## src/rtl/xfer_len_pkg.sv

```systemverilog
// Shared constants and types for the transfer length controller.
package xfer_len_pkg;
    localparam logic [7:0] INTR_BUS_SERVICE = 8'h10;

    typedef enum logic [1:0] {
        ST_IDLE = 2'd0,
        ST_RUN  = 2'd1,
        ST_WAIT = 2'd2
    } xfer_state_e;
endpackage

```

## src/rtl/xfer_len_calc.sv

```systemverilog
// Burst length calculator.
// Works out the burst length as the minimum of the effective count and a limit.
// The limit is the command cap in the command phase, and the magnitude of the
// signed remaining size otherwise. The sign of that size gives the direction.
// Assumes ZERO_COUNT < 2**CNT_W. Purely combinational.
module xfer_len_calc #(
    parameter int CNT_W      = 24,
    parameter int SIZE_W     = 25,
    parameter int CMD_LIMIT  = 32,
    parameter int ZERO_COUNT = 65536
) (
    input  logic [CNT_W-1:0]         count,
    input  logic                     cmd,
    input  logic signed [SIZE_W-1:0] rem_size,
    output logic [CNT_W-1:0]         burst,
    output logic [SIZE_W-1:0]        mag,
    output logic                     to_dev
);
    localparam int WIDE = ((CNT_W > SIZE_W) ? CNT_W : SIZE_W) + 1;

    logic signed [WIDE-1:0] rem_ext;
    logic [WIDE-1:0]        mag_w;
    logic [WIDE-1:0]        eff;
    logic [WIDE-1:0]        lim;
    logic [WIDE-1:0]        pick;

    // Size magnitude, effective count, limit and minimum.
    always_comb begin
        rem_ext = WIDE'(rem_size);
        to_dev  = rem_size[SIZE_W-1];
        mag_w   = to_dev ? $unsigned(-rem_ext) : $unsigned(rem_ext);
        mag     = mag_w[SIZE_W-1:0];
        eff     = (count == '0) ? WIDE'(ZERO_COUNT) : WIDE'(count);
        lim     = cmd ? WIDE'(CMD_LIMIT) : mag_w;
        pick    = (eff < lim) ? eff : lim;
        burst   = pick[CNT_W-1:0];
    end
endmodule

```

## src/rtl/xfer_byte_counter.sv

```systemverilog
// Burst down-counter and completion sequencer.
// Loads the burst and the size magnitude on launch, and counts both down on each
// acknowledge. It raises finish on the final acknowledge, or on a chunk arrival
// once completion has been deferred. Assumes launch only arrives while idle.
module xfer_byte_counter
    import xfer_len_pkg::*;
#(
    parameter int CNT_W  = 24,
    parameter int SIZE_W = 25
) (
    input  logic              clk,
    input  logic              rst_n,
    input  logic              launch,
    input  logic [CNT_W-1:0]  burst_init,
    input  logic [SIZE_W-1:0] mag_init,
    input  logic              may_defer,
    input  logic              ack,
    input  logic              chunk,
    output logic              busy,
    output logic              finish
);
    xfer_state_e       state;
    logic [CNT_W-1:0]  burst_rem;
    logic [SIZE_W-1:0] mag_rem;
    logic              defer_q;
    logic              last_ack;
    logic [SIZE_W-1:0] mag_after;
    logic              go_wait;

    // Decode the final acknowledge and whether completion must wait.
    always_comb begin
        last_ack  = (state == ST_RUN) && ack && (burst_rem == CNT_W'(1));
        mag_after = (mag_rem == '0) ? '0 : mag_rem - SIZE_W'(1);
        go_wait   = defer_q && (mag_after != '0);
        finish    = (launch && (burst_init == '0))
                  || (last_ack && !go_wait)
                  || ((state == ST_WAIT) && chunk);
        busy      = (state != ST_IDLE);
    end

    // State, burst remainder and size remainder.
    always_ff @(posedge clk) begin
        if (!rst_n) begin
            state     <= ST_IDLE;
            burst_rem <= '0;
            mag_rem   <= '0;
            defer_q   <= 1'b0;
        end else begin
            case (state)
                ST_IDLE: begin
                    if (launch) begin
                        burst_rem <= burst_init;
                        mag_rem   <= mag_init;
                        defer_q   <= may_defer;
                        state     <= (burst_init == '0) ? ST_IDLE : ST_RUN;
                    end
                end
                ST_RUN: begin
                    if (ack) begin
                        burst_rem <= burst_rem - CNT_W'(1);
                        mag_rem   <= mag_after;
                        if (burst_rem == CNT_W'(1))
                            state <= go_wait ? ST_WAIT : ST_IDLE;
                    end
                end
                ST_WAIT: begin
                    if (chunk) state <= ST_IDLE;
                end
                default: state <= ST_IDLE;
            endcase
        end
    end

    // a running burst never holds a zero remainder.
    p_run_nonzero_r7: assert property (@(posedge clk) disable iff (!rst_n)
        (state == ST_RUN) |-> (burst_rem != '0));

    // the deferred wait holds until a chunk arrives.
    p_wait_holds_r9: assert property (@(posedge clk) disable iff (!rst_n)
        ((state == ST_WAIT) && !chunk) |=> (state == ST_WAIT));

    // nothing moves the remainder while idle without a launch.
    p_idle_ack_ignored_r10: assert property (@(posedge clk) disable iff (!rst_n)
        ((state == ST_IDLE) && !launch) |=> $stable(burst_rem));
endmodule

```

## src/rtl/xfer_status_regs.sv

```systemverilog
// Count bytes, sequence step, FIFO flags and completion status.
// Byte-wide writes select a count byte by index; the next two indices select the
// sequence step and the flags. Completion wins over a write in the same cycle.
module xfer_status_regs
    import xfer_len_pkg::*;
#(
    parameter int CNT_BYTES = 3,
    parameter int SEL_W     = 3
) (
    input  logic                   clk,
    input  logic                   rst_n,
    input  logic                   reg_wr,
    input  logic [SEL_W-1:0]       reg_sel,
    input  logic [7:0]             reg_wdata,
    input  logic                   launch,
    input  logic                   finish,
    output logic [8*CNT_BYTES-1:0] count,
    output logic                   stat_tc,
    output logic [7:0]             intr_code,
    output logic [2:0]             seq_step,
    output logic [4:0]             fifo_flags
);
    localparam logic [SEL_W-1:0] SEL_SEQ   = SEL_W'(CNT_BYTES);
    localparam logic [SEL_W-1:0] SEL_FLAGS = SEL_W'(CNT_BYTES + 1);

    for (genvar g = 0; g < CNT_BYTES; g++) begin : g_cnt_byte
        logic [7:0] byte_q;
        // One count byte: cleared on completion, else loaded by its write.
        always_ff @(posedge clk) begin
            if (!rst_n)                                  byte_q <= '0;
            else if (finish)                             byte_q <= '0;
            else if (reg_wr && (reg_sel == SEL_W'(g)))   byte_q <= reg_wdata;
        end
        assign count[g*8 +: 8] = byte_q;
    end

    // Sequence step and FIFO flags: written by software, cleared on completion.
    always_ff @(posedge clk) begin
        if (!rst_n) begin
            seq_step   <= '0;
            fifo_flags <= '0;
        end else if (finish) begin
            seq_step   <= '0;
            fifo_flags <= '0;
        end else if (reg_wr) begin
            if (reg_sel == SEL_SEQ)   seq_step   <= reg_wdata[2:0];
            if (reg_sel == SEL_FLAGS) fifo_flags <= reg_wdata[4:0];
        end
    end

    // Transfer-complete bit and interrupt code.
    always_ff @(posedge clk) begin
        if (!rst_n) begin
            stat_tc   <= 1'b0;
            intr_code <= '0;
        end else if (finish) begin
            stat_tc   <= 1'b1;
            intr_code <= INTR_BUS_SERVICE;
        end else if (launch) begin
            stat_tc   <= 1'b0;
        end
    end

    // completion leaves the status and the cleared registers as required.
    p_finish_status_r8: assert property (@(posedge clk) disable iff (!rst_n)
        finish |=> (stat_tc && (intr_code == INTR_BUS_SERVICE) && (count == '0)
                    && (seq_step == '0) && (fifo_flags == '0)));

    // a launch that does not finish at once clears the complete bit.
    p_launch_clears_tc_r6: assert property (@(posedge clk) disable iff (!rst_n)
        (launch && !finish) |=> !stat_tc);
endmodule

```

## src/rtl/xfer_len_ctrl.sv

```systemverilog
// Transfer length controller, top level.
// Gates start to the idle state, latches the burst length and direction, and
// turns the completion event into a one-cycle pulse. Assumes byte_ack and
// chunk_arrive are single-cycle pulses from the DMA side.
module xfer_len_ctrl #(
    parameter int CNT_BYTES  = 3,
    parameter int SIZE_W     = 25,
    parameter int CMD_LIMIT  = 32,
    parameter int ZERO_COUNT = 65536,
    parameter int SEL_W      = 3
) (
    input  logic                     clk,
    input  logic                     rst_n,
    input  logic                     reg_wr,
    input  logic [SEL_W-1:0]         reg_sel,
    input  logic [7:0]               reg_wdata,
    input  logic                     start,
    input  logic                     cmd_phase,
    input  logic signed [SIZE_W-1:0] rem_size,
    input  logic                     byte_ack,
    input  logic                     chunk_arrive,
    output logic [8*CNT_BYTES-1:0]   burst_len,
    output logic                     to_device,
    output logic                     busy,
    output logic                     xfer_done,
    output logic [8*CNT_BYTES-1:0]   cnt_value,
    output logic                     stat_tc,
    output logic [7:0]               intr_code,
    output logic [2:0]               seq_step,
    output logic [4:0]               fifo_flags
);
    localparam int CNT_W = 8 * CNT_BYTES;

    logic [CNT_W-1:0]  calc_burst;
    logic [SIZE_W-1:0] calc_mag;
    logic              calc_to_dev;
    logic              launch;
    logic              finish;

    assign launch = start && !busy;

    xfer_len_calc #(
        .CNT_W(CNT_W), .SIZE_W(SIZE_W),
        .CMD_LIMIT(CMD_LIMIT), .ZERO_COUNT(ZERO_COUNT)
    ) calc_i (
        .count(cnt_value), .cmd(cmd_phase), .rem_size(rem_size),
        .burst(calc_burst), .mag(calc_mag), .to_dev(calc_to_dev)
    );

    xfer_byte_counter #(.CNT_W(CNT_W), .SIZE_W(SIZE_W)) cnt_i (
        .clk(clk), .rst_n(rst_n), .launch(launch),
        .burst_init(calc_burst), .mag_init(calc_mag),
        .may_defer(!cmd_phase && !calc_to_dev),
        .ack(byte_ack), .chunk(chunk_arrive),
        .busy(busy), .finish(finish)
    );

    xfer_status_regs #(.CNT_BYTES(CNT_BYTES), .SEL_W(SEL_W)) regs_i (
        .clk(clk), .rst_n(rst_n), .reg_wr(reg_wr), .reg_sel(reg_sel),
        .reg_wdata(reg_wdata), .launch(launch), .finish(finish),
        .count(cnt_value), .stat_tc(stat_tc), .intr_code(intr_code),
        .seq_step(seq_step), .fifo_flags(fifo_flags)
    );

    // Latch burst length and direction at launch; register the done pulse.
    always_ff @(posedge clk) begin
        if (!rst_n) begin
            burst_len <= '0;
            to_device <= 1'b0;
            xfer_done <= 1'b0;
        end else begin
            xfer_done <= finish;
            if (launch) begin
                burst_len <= calc_burst;
                to_device <= calc_to_dev;
            end
        end
    end

    // the done pulse never overlaps a busy transfer.
    p_done_idle_r7: assert property (@(posedge clk) disable iff (!rst_n)
        xfer_done |-> !busy);

    // a start while busy leaves the latched burst alone.
    p_busy_start_ignored_r10: assert property (@(posedge clk) disable iff (!rst_n)
        (busy && start) |=> $stable(burst_len));

    // a command-phase launch never latches more than the cap.
    p_cmd_cap_r3: assert property (@(posedge clk) disable iff (!rst_n)
        (launch && cmd_phase) |=> (burst_len <= (8*CNT_BYTES)'(CMD_LIMIT)));
endmodule

```

## config.mk

```make
export PLATFORM = sky130hd
export DESIGN_NAME = xfer_len_ctrl
export DESIGN_NICKNAME = d
export VERILOG_FILES = /design/src/rtl/xfer_len_pkg.sv /design/src/rtl/xfer_len_calc.sv /design/src/rtl/xfer_byte_counter.sv /design/src/rtl/xfer_status_regs.sv /design/src/rtl/xfer_len_ctrl.sv
export SDC_FILE = /design/constraint.sdc
export NUM_CORES = 1
export LEC_CHECK = 0
export CORE_UTILIZATION = 45
export CTS_BUF_LIST = sky130_fd_sc_hd__clkbuf_4 sky130_fd_sc_hd__clkbuf_8
export DETAILED_ROUTE_END_ITERATION = 6
export DONT_BUFFER_PORTS = 1
export SLEW_MARGIN = 20
export SYNTH_ARGS = -nofsm -noshare
export SYNTH_HDL_FRONTEND = slang
export SYNTH_SLANG_ARGS = --single-unit
```

## constraint.sdc

```tcl
create_clock -name clk -period 6.6 [get_ports clk]
set_input_delay 1.32 -clock clk [delete_from_list [all_inputs] [get_ports clk]]
set_output_delay 1.32 -clock clk [all_outputs]
set_load 0.03 [all_outputs]
```

# [Word-level counts from Yosys, hierarchy flattened]
# Index checks and enable logic that the tools add are counted.
# Widths: inputs -> output; s select.
[totals] register_bits=112 elab_cells=82 inputBits=43 output_inout_bits=68
[op_classes] n_mux=20 add_sub_neg=3 n_bitwise=1 magnitude_cmp=1 n_reduce_logical=32 eq_ne=11
[ops] operator="$mux 24" count=4
[ops] operator="$mux 25" count=3
[ops] operator="$mux 26" count=2
[ops] operator="$pmux 25 s2" count=1
[ops] operator="$logic_not 24->1" count=2
[ops] operator="$pmux 24 s2" count=1
[ops] operator="$lt 24x26->1" count=1
[ops] operator="$neg 25->26" count=1
[ops] operator="$logic_not 25->1" count=1
[ops] operator="$reduce_bool 25->1" count=1
[ops] operator="$sub 25x1->25 const B" count=1
[ops] operator="$eq 24x1->1 const B" count=1
[ops] operator="$sub 24x1->24 const B" count=1
[ops] operator="$logic_and 1x1->1" count=11
[ops] operator="$mux 2" count=5
[ops] operator="$eq 3x2->1 const B" count=2
[ops] operator="$ne 2x2->1 const B" count=3
[ops] operator="$pmux 2 s3" count=1
[ops] operator="$reduce_and 2->1" count=3
[ops] operator="$reduce_bool 2->1" count=3
[ops] operator="$logic_not 1->1" count=4
[ops] operator="$reduce_and 4->1" count=1
[ops] operator="$eq 3x1->1 const B" count=1
[ops] operator="$eq 3x3->1 const B" count=1
[ops] operator="other kinds (10)" count=13

# [Depth between registers and ports, before layout]
[logic_depth] ltp_word=10 ltp_mapped=20 mapped_depth_nobuf=17

# [Hierarchy]
# From an unflattened synthesis, not the netlist that was laid out.
[unflattened] cells_unflattened=981 area_unflattened_um2=7762.4
[modules_own_cells] mod="xfer_byte_counter" instances=1 area_per_inst_um2=3517.1 seq_area_each_um2=1041.0 cells_per_inst=488
[modules_own_cells] mod="xfer_len_calc" instances=1 area_per_inst_um2=1680.4 seq_area_each_um2=0.0 cells_per_inst=245
[modules_own_cells] mod="xfer_status_regs" instances=1 area_per_inst_um2=1492.7 seq_area_each_um2=680.7 cells_per_inst=135
[modules_own_cells] mod="xfer_len_ctrl" instances=1 area_per_inst_um2=1072.3 seq_area_each_um2=520.5 cells_per_inst=113

# [Least setup slack after synthesis]
# Ideal clock, no wire load.
[synth_timing] path_kind="input to register" startpoint="input rem_size[0]" endpoint="register cnt_i.burst_rem[1]" arrival_ps=5256 path_buffers=3 required_ps=6484 setup_time_ps=116 stages=20 slack_ps=1227 cell_sequence="inv_1 > ha_1 > or3b_2 > or4_4 > buf_6 > o41ai_1 > xor2_1 > nor2_1 > inv_1 > ha_1 > o21ai_0 > o21ai_0 > o211ai_1 > nand3_1 > o21ai_0 > buf_2 > buf_2 > mux2i_1 > a21oi_1 > a31o_2"
[synth_via] elab_chain_cells=7
[synth_rtl] item="start, declared" line="xfer_len_ctrl.sv:19" source="input logic signed [SIZE_W-1:0] rem_size,"
[synth_rtl] item="$neg 25->26" line="xfer_len_calc.sv:31" source="mag_w = to_dev ? $unsigned(-rem_ext) : $unsigned(rem_ext);"
[synth_rtl] item="$mux 26 (*)" line="xfer_len_calc.sv:31"
[synth_rtl] item="$mux 26 (*)" line="xfer_len_calc.sv:34" source="lim = cmd ? WIDE'(CMD_LIMIT) : mag_w;"
[synth_rtl] item="$lt 24x26->1" line="xfer_len_calc.sv:35" source="pick = (eff < lim) ? eff : lim;"
[synth_rtl] item="$mux 24 (*)" line="xfer_len_calc.sv:35"
[synth_rtl] item="$mux 24 (*)" line="xfer_byte_counter.sv:51" source="if (launch) begin"
[synth_rtl] item="$pmux 24 s2 (*)" line="xfer_byte_counter.sv:49" source="case (state)"
[synth_rtl] item="end signal, assigned" line="xfer_byte_counter.sv:52" source="burst_rem <= burst_init;"
[synth_rtl] item="end signal, assigned" line="xfer_byte_counter.sv:60" source="burst_rem <= burst_rem - CNT_W'(1);"
[synth_rtl] item="end, declared" line="xfer_byte_counter.sv:23" source="logic [CNT_W-1:0] burst_rem;"
# Mark *: on every way between the ends. The rest lies on a longest branch, timed or not. The select of a mux whose other input is x is not followed.
# A chain may end at the register's enable or synchronous reset.

# [Final worst setup path]
[layout_timing] startpoint="input rem_size[0]" endpoint="register regs_i.g_cnt_byte[0].byte_q[7]"
[layout_via] elab_chain_cells=10
[layout_rtl] item="$neg 25->26" line="xfer_len_calc.sv:31"
[layout_rtl] item="$mux 26 (*)" line="xfer_len_calc.sv:31"
[layout_rtl] item="$mux 26 (*)" line="xfer_len_calc.sv:34"
[layout_rtl] item="$lt 24x26->1" line="xfer_len_calc.sv:35"
[layout_rtl] item="$mux 24 (*)" line="xfer_len_calc.sv:35"
[layout_rtl] item="$logic_not 24->1 (*)" line="xfer_byte_counter.sv:35" source="finish = (launch && (burst_init == '0))"
[layout_rtl] item="$logic_and 1x1->1 (*)" line="xfer_byte_counter.sv:35"
[layout_rtl] item="$logic_or 1x1->1 (*)" line="xfer_byte_counter.sv:36" source="|| (last_ack && !go_wait)"
[layout_rtl] item="$logic_or 1x1->1 (*)" line="xfer_byte_counter.sv:37" source="|| ((state == ST_WAIT) && chunk);"
[layout_rtl] item="$reduce_or 2->1 (no line) (*)"
[layout_rtl] item="end signal, assigned" line="xfer_status_regs.sv:32" source="else if (reg_wr && (reg_sel == SEL_W'(g))) byte_q <= reg_wdata;"
[layout_rtl] item="end, declared" line="xfer_status_regs.sv:27" source="logic [7:0] byte_q;"
# Mark *: on every way between the ends. The rest lies on a longest branch, timed or not.

==> impl_metrics.yaml <==
placement:
  gp_congestion: 0.9239
  dp.cells: 1130
  port_buffers: 0
  pre_cts_ws_ps: 503.2
  hpwlAfterDp_um: 18100
floorplan:
  fp-row-count: 47
  fp.dieH_um: 133.3
  core-area_um2: 16700
  dieWidth_um: 133.3
  start_util: 0.4648
  pin_count: 111
  fp.dieArea_um2: 17780
critical_path:
  ff2ff_path_depth: 10
  rrSetupSlack_ps: 2790
  crit_type: "in2reg"
  slowest_delay_ps: 630
  cp-startpoint: "rem_size[0]"
  rr_endpoint: "cnt_i.mag_rem[18]"
  critical_path.endpoint_type: "register"
  r2r-start: "cnt_i.mag_rem[0]"
  critPathRequiredTime_ps: 6870
  arrival_ps: 5930
  crit_path_start_kind: "input pin"
  slowest_stage: "or4_4"
  cp-endpoint: "regs_i.g_cnt_byte[0].byte_q[7]"
  cp_max_fo: 32
  crit_chain: "inv_1 -> ha_1 -> or3b_2 -> or4_4 -> o41ai_1 -> xor2_1 -> nor2_1 -> inv_1 -> ha_1 -> nand2_1 -> nor4_1 -> nand4_1 -> a21oi_1 -> o21ai_2 -> buf_4 -> nand4b_2 -> nor3_4 -> buf_4 -> nor4b_1"
min_path:
  hold_path_class: "reg2reg"
sta:
  period_minus_slack_ps: 5657
  report.final.slew_viol_count: 0
  layout_setup_ws_ps: 943.3
  fin_skew_ps: 21.64
  finalHoldViolCount: 0
  timing.setup.tns_ps: 0
  fin_crit_sh: 0.8571
  tightest_slew_ps: 1082
  setup_violations: 0
  rsz0062_at_grt: "no"
  max_slew_margin: 0.2729
  fmax_ghz: 0.1768
final_layout:
  final_cells: 1146
  final_util: 0.4777
  drive_gt1_frac: 0.1004
  area_growth_pct: 2.772
  fillCellCount: 1719
  final_nets: 991
  diodes: 0
route:
  viasPerCell: 6.291
  drtPass1Iterations: 6
  drt_iter0_markers: 687
  ant_nets: 0
  avgRoutedWirePerCell_um: 21.36
  wirelength_um: 24480
  vias: 7209
  route.detailed.drc: 0
synth:
  yosys-top-cells-count: "nor2_1 (118), dfxtp_1 (112), clkbuf_1 (71), o21ai_0 (67), a21oi_1 (60)"
  netlist_instances: 983
  syn_area_per_cell_um2: 7.897
  yosys_warnings: 0
  synth_top_area_share: 0.2888
  ys_ff_latch: 112
  synth-edff-count: 0
  ys.flop_type: "dfxtp_1"
  netlist.top_cell.by_area: "dfxtp_1"
  synth.most_common_cell: "nor2_1"
  syn_area_um2: 7762
  synth.area.top_cells: "dfxtp_1 (29%), mux2i_1 (6.6%), nor2_1 (5.7%)"
  yosysUniqueCellTypes: 69
  ys_seq_area_frac: 0.2888
  async_flop_share: 0
grt:
  grt_pass1_vias: 6659
  track_usage: 0.2754
  grt_start_max_net_pins: 50
  grt_pass1_wl_um: 37830
  antenna_found_initial: 1
  grt-ovfl-total: 0
power:
  ir_drop_uv: 117.4
  power_density_nw_per_um2: 220.4
  power_uw: 1759
  power.leakage_uw: 0.002968
clock_network:
  postCtsSetupBuffers: 0
  cts_resized: 0
  cts_sinks: 112
  cts_tree: "done"
  numCtsBuffers: 9
  cts.reportedPaths.clkPinSlew_ps: 120
  clk_latency_ps: 410
  ctsHtreeMaxLevel: 3
  hold_buffers: 0
  cts_root_buffer: "clkbuf_8"
  cts_max_path_buffers: 2
status:
  status: "finished clean"
run:
  maxCapViolCount: 0
-- cell usage in the layout, fill, tap and decap left out, types with 8 or more instances in the layout --
master,n
or4_1,17
clkbuf_8,9
nor4b_2,29
o21ai_0,66
mux2i_1,51
inv_1,38
ha_1,27
nand2_1,53
or3_1,9
buf_4,13
nand2b_1,10
or2_2,18
nor2_1,116
and2_1,11
nand4_1,12
nor4_1,26
xnor2_1,10
dfxtp_1,112
nand3_1,14
xor2_1,16
a21oi_1,59
nor3_1,33
o22ai_1,9
a211oi_1,20
nor2b_1,10
a22oi_1,17
o41ai_1,8
a31oi_1,10
-- power breakdown --
part / switching [µW] / internal, µW / total [µW]
registers: 80.1 / 720 / 800
logic: 328 / 185 / 513
clock network: 289 / 156 / 446
total: 698 / 1060 / 1760
-- kinds of logic after synthesis --
group | after synthesis | share of synthesized area
AND/OR/NAND/NOR | 386 | 0.2953
AO/OA/AOI/OAI | 248 | 0.2041
buffers and inverters | 131 | 0.07124
flip-flops | 112 | 0.2888
multiplexers | 52 | 0.06721
adder cells (fa/ha/maj) | 27 | 0.04352
XOR/XNOR | 26 | 0.02933
other | 1 | 0.0004831
-- layout make-up --
| cell class | instances | area, µm² | area share |
|---|---|---|---|
| Clock buffer | 9 | 123.9 | 0.01553 |
| Clock inverter | 7 | 88.84 | 0.01114 |
| Inverter | 39 | 147.6 | 0.01851 |
| Multi-Input combinational cell | 746 | 5002 | 0.6270 |
| Sequential cell | 112 | 2242 | 0.2811 |
| Tap cell | 220 | 275.3 | 0.03450 |
| Timing Repair Buffer | 13 | 97.59 | 0.01223 |
-- per-stage QoR --
step	hold WS, ps	cell area [µm²]
4_1_cts	497.7	7978
6_report	501.1	7978
3_3_place_gp	463.9	7765
5_1_grt	513.8	7978
3_5_place_dp	469.6	7765
2_1_floorplan	448.2	7785
-- how the worst min path moves through the flow --
stage	start	endpoint	slack (ps)	cells after the start
4_1_cts	cnt_i.burst_rem[19]	cnt_i.burst_rem[19]	500	1
3_5_place_dp	cnt_i.burst_rem[19]	cnt_i.burst_rem[19]	470	1
6_report	cnt_i.burst_rem[19]	cnt_i.burst_rem[19]	500	1
3_3_place_gp	cnt_i.defer_q	cnt_i.defer_q	460	2
2_1_floorplan	cnt_i.defer_q	cnt_i.defer_q	450	2
5_1_grt	cnt_i.defer_q	cnt_i.defer_q	510	2
-- metal layers --
metal	GRT usage	wire length [µm]
met1	0.3512	10470
met3	0.04300	1408
met2	0.4580	11630
met4	0.1218	950
met5	0	13
-- sequential cells by signal, indices dropped and copies added (netlist names) --
register,count
burst_len,24
cnt_i.burst_rem,24
regs_i.stat_tc,1
regs_i.g_cnt_byte.byte_q,24
regs_i.seq_step,3
xfer_done,1
cnt_i.mag_rem,25
regs_i.fifo_flags,5
cnt_i.defer_q,1
cnt_i.state,2
regs_i.intr_code,1
to_device,1
-- worst max-delay path, delay by kind of cell --
kind	cells	cell delay, ps
compound gates	3	730
simple gates	9	2450
buf+inv	4	770
fa+ha+maj	2	510
xor+xnor	1	140
Note: power is estimated with default switching activity, not from simulation.
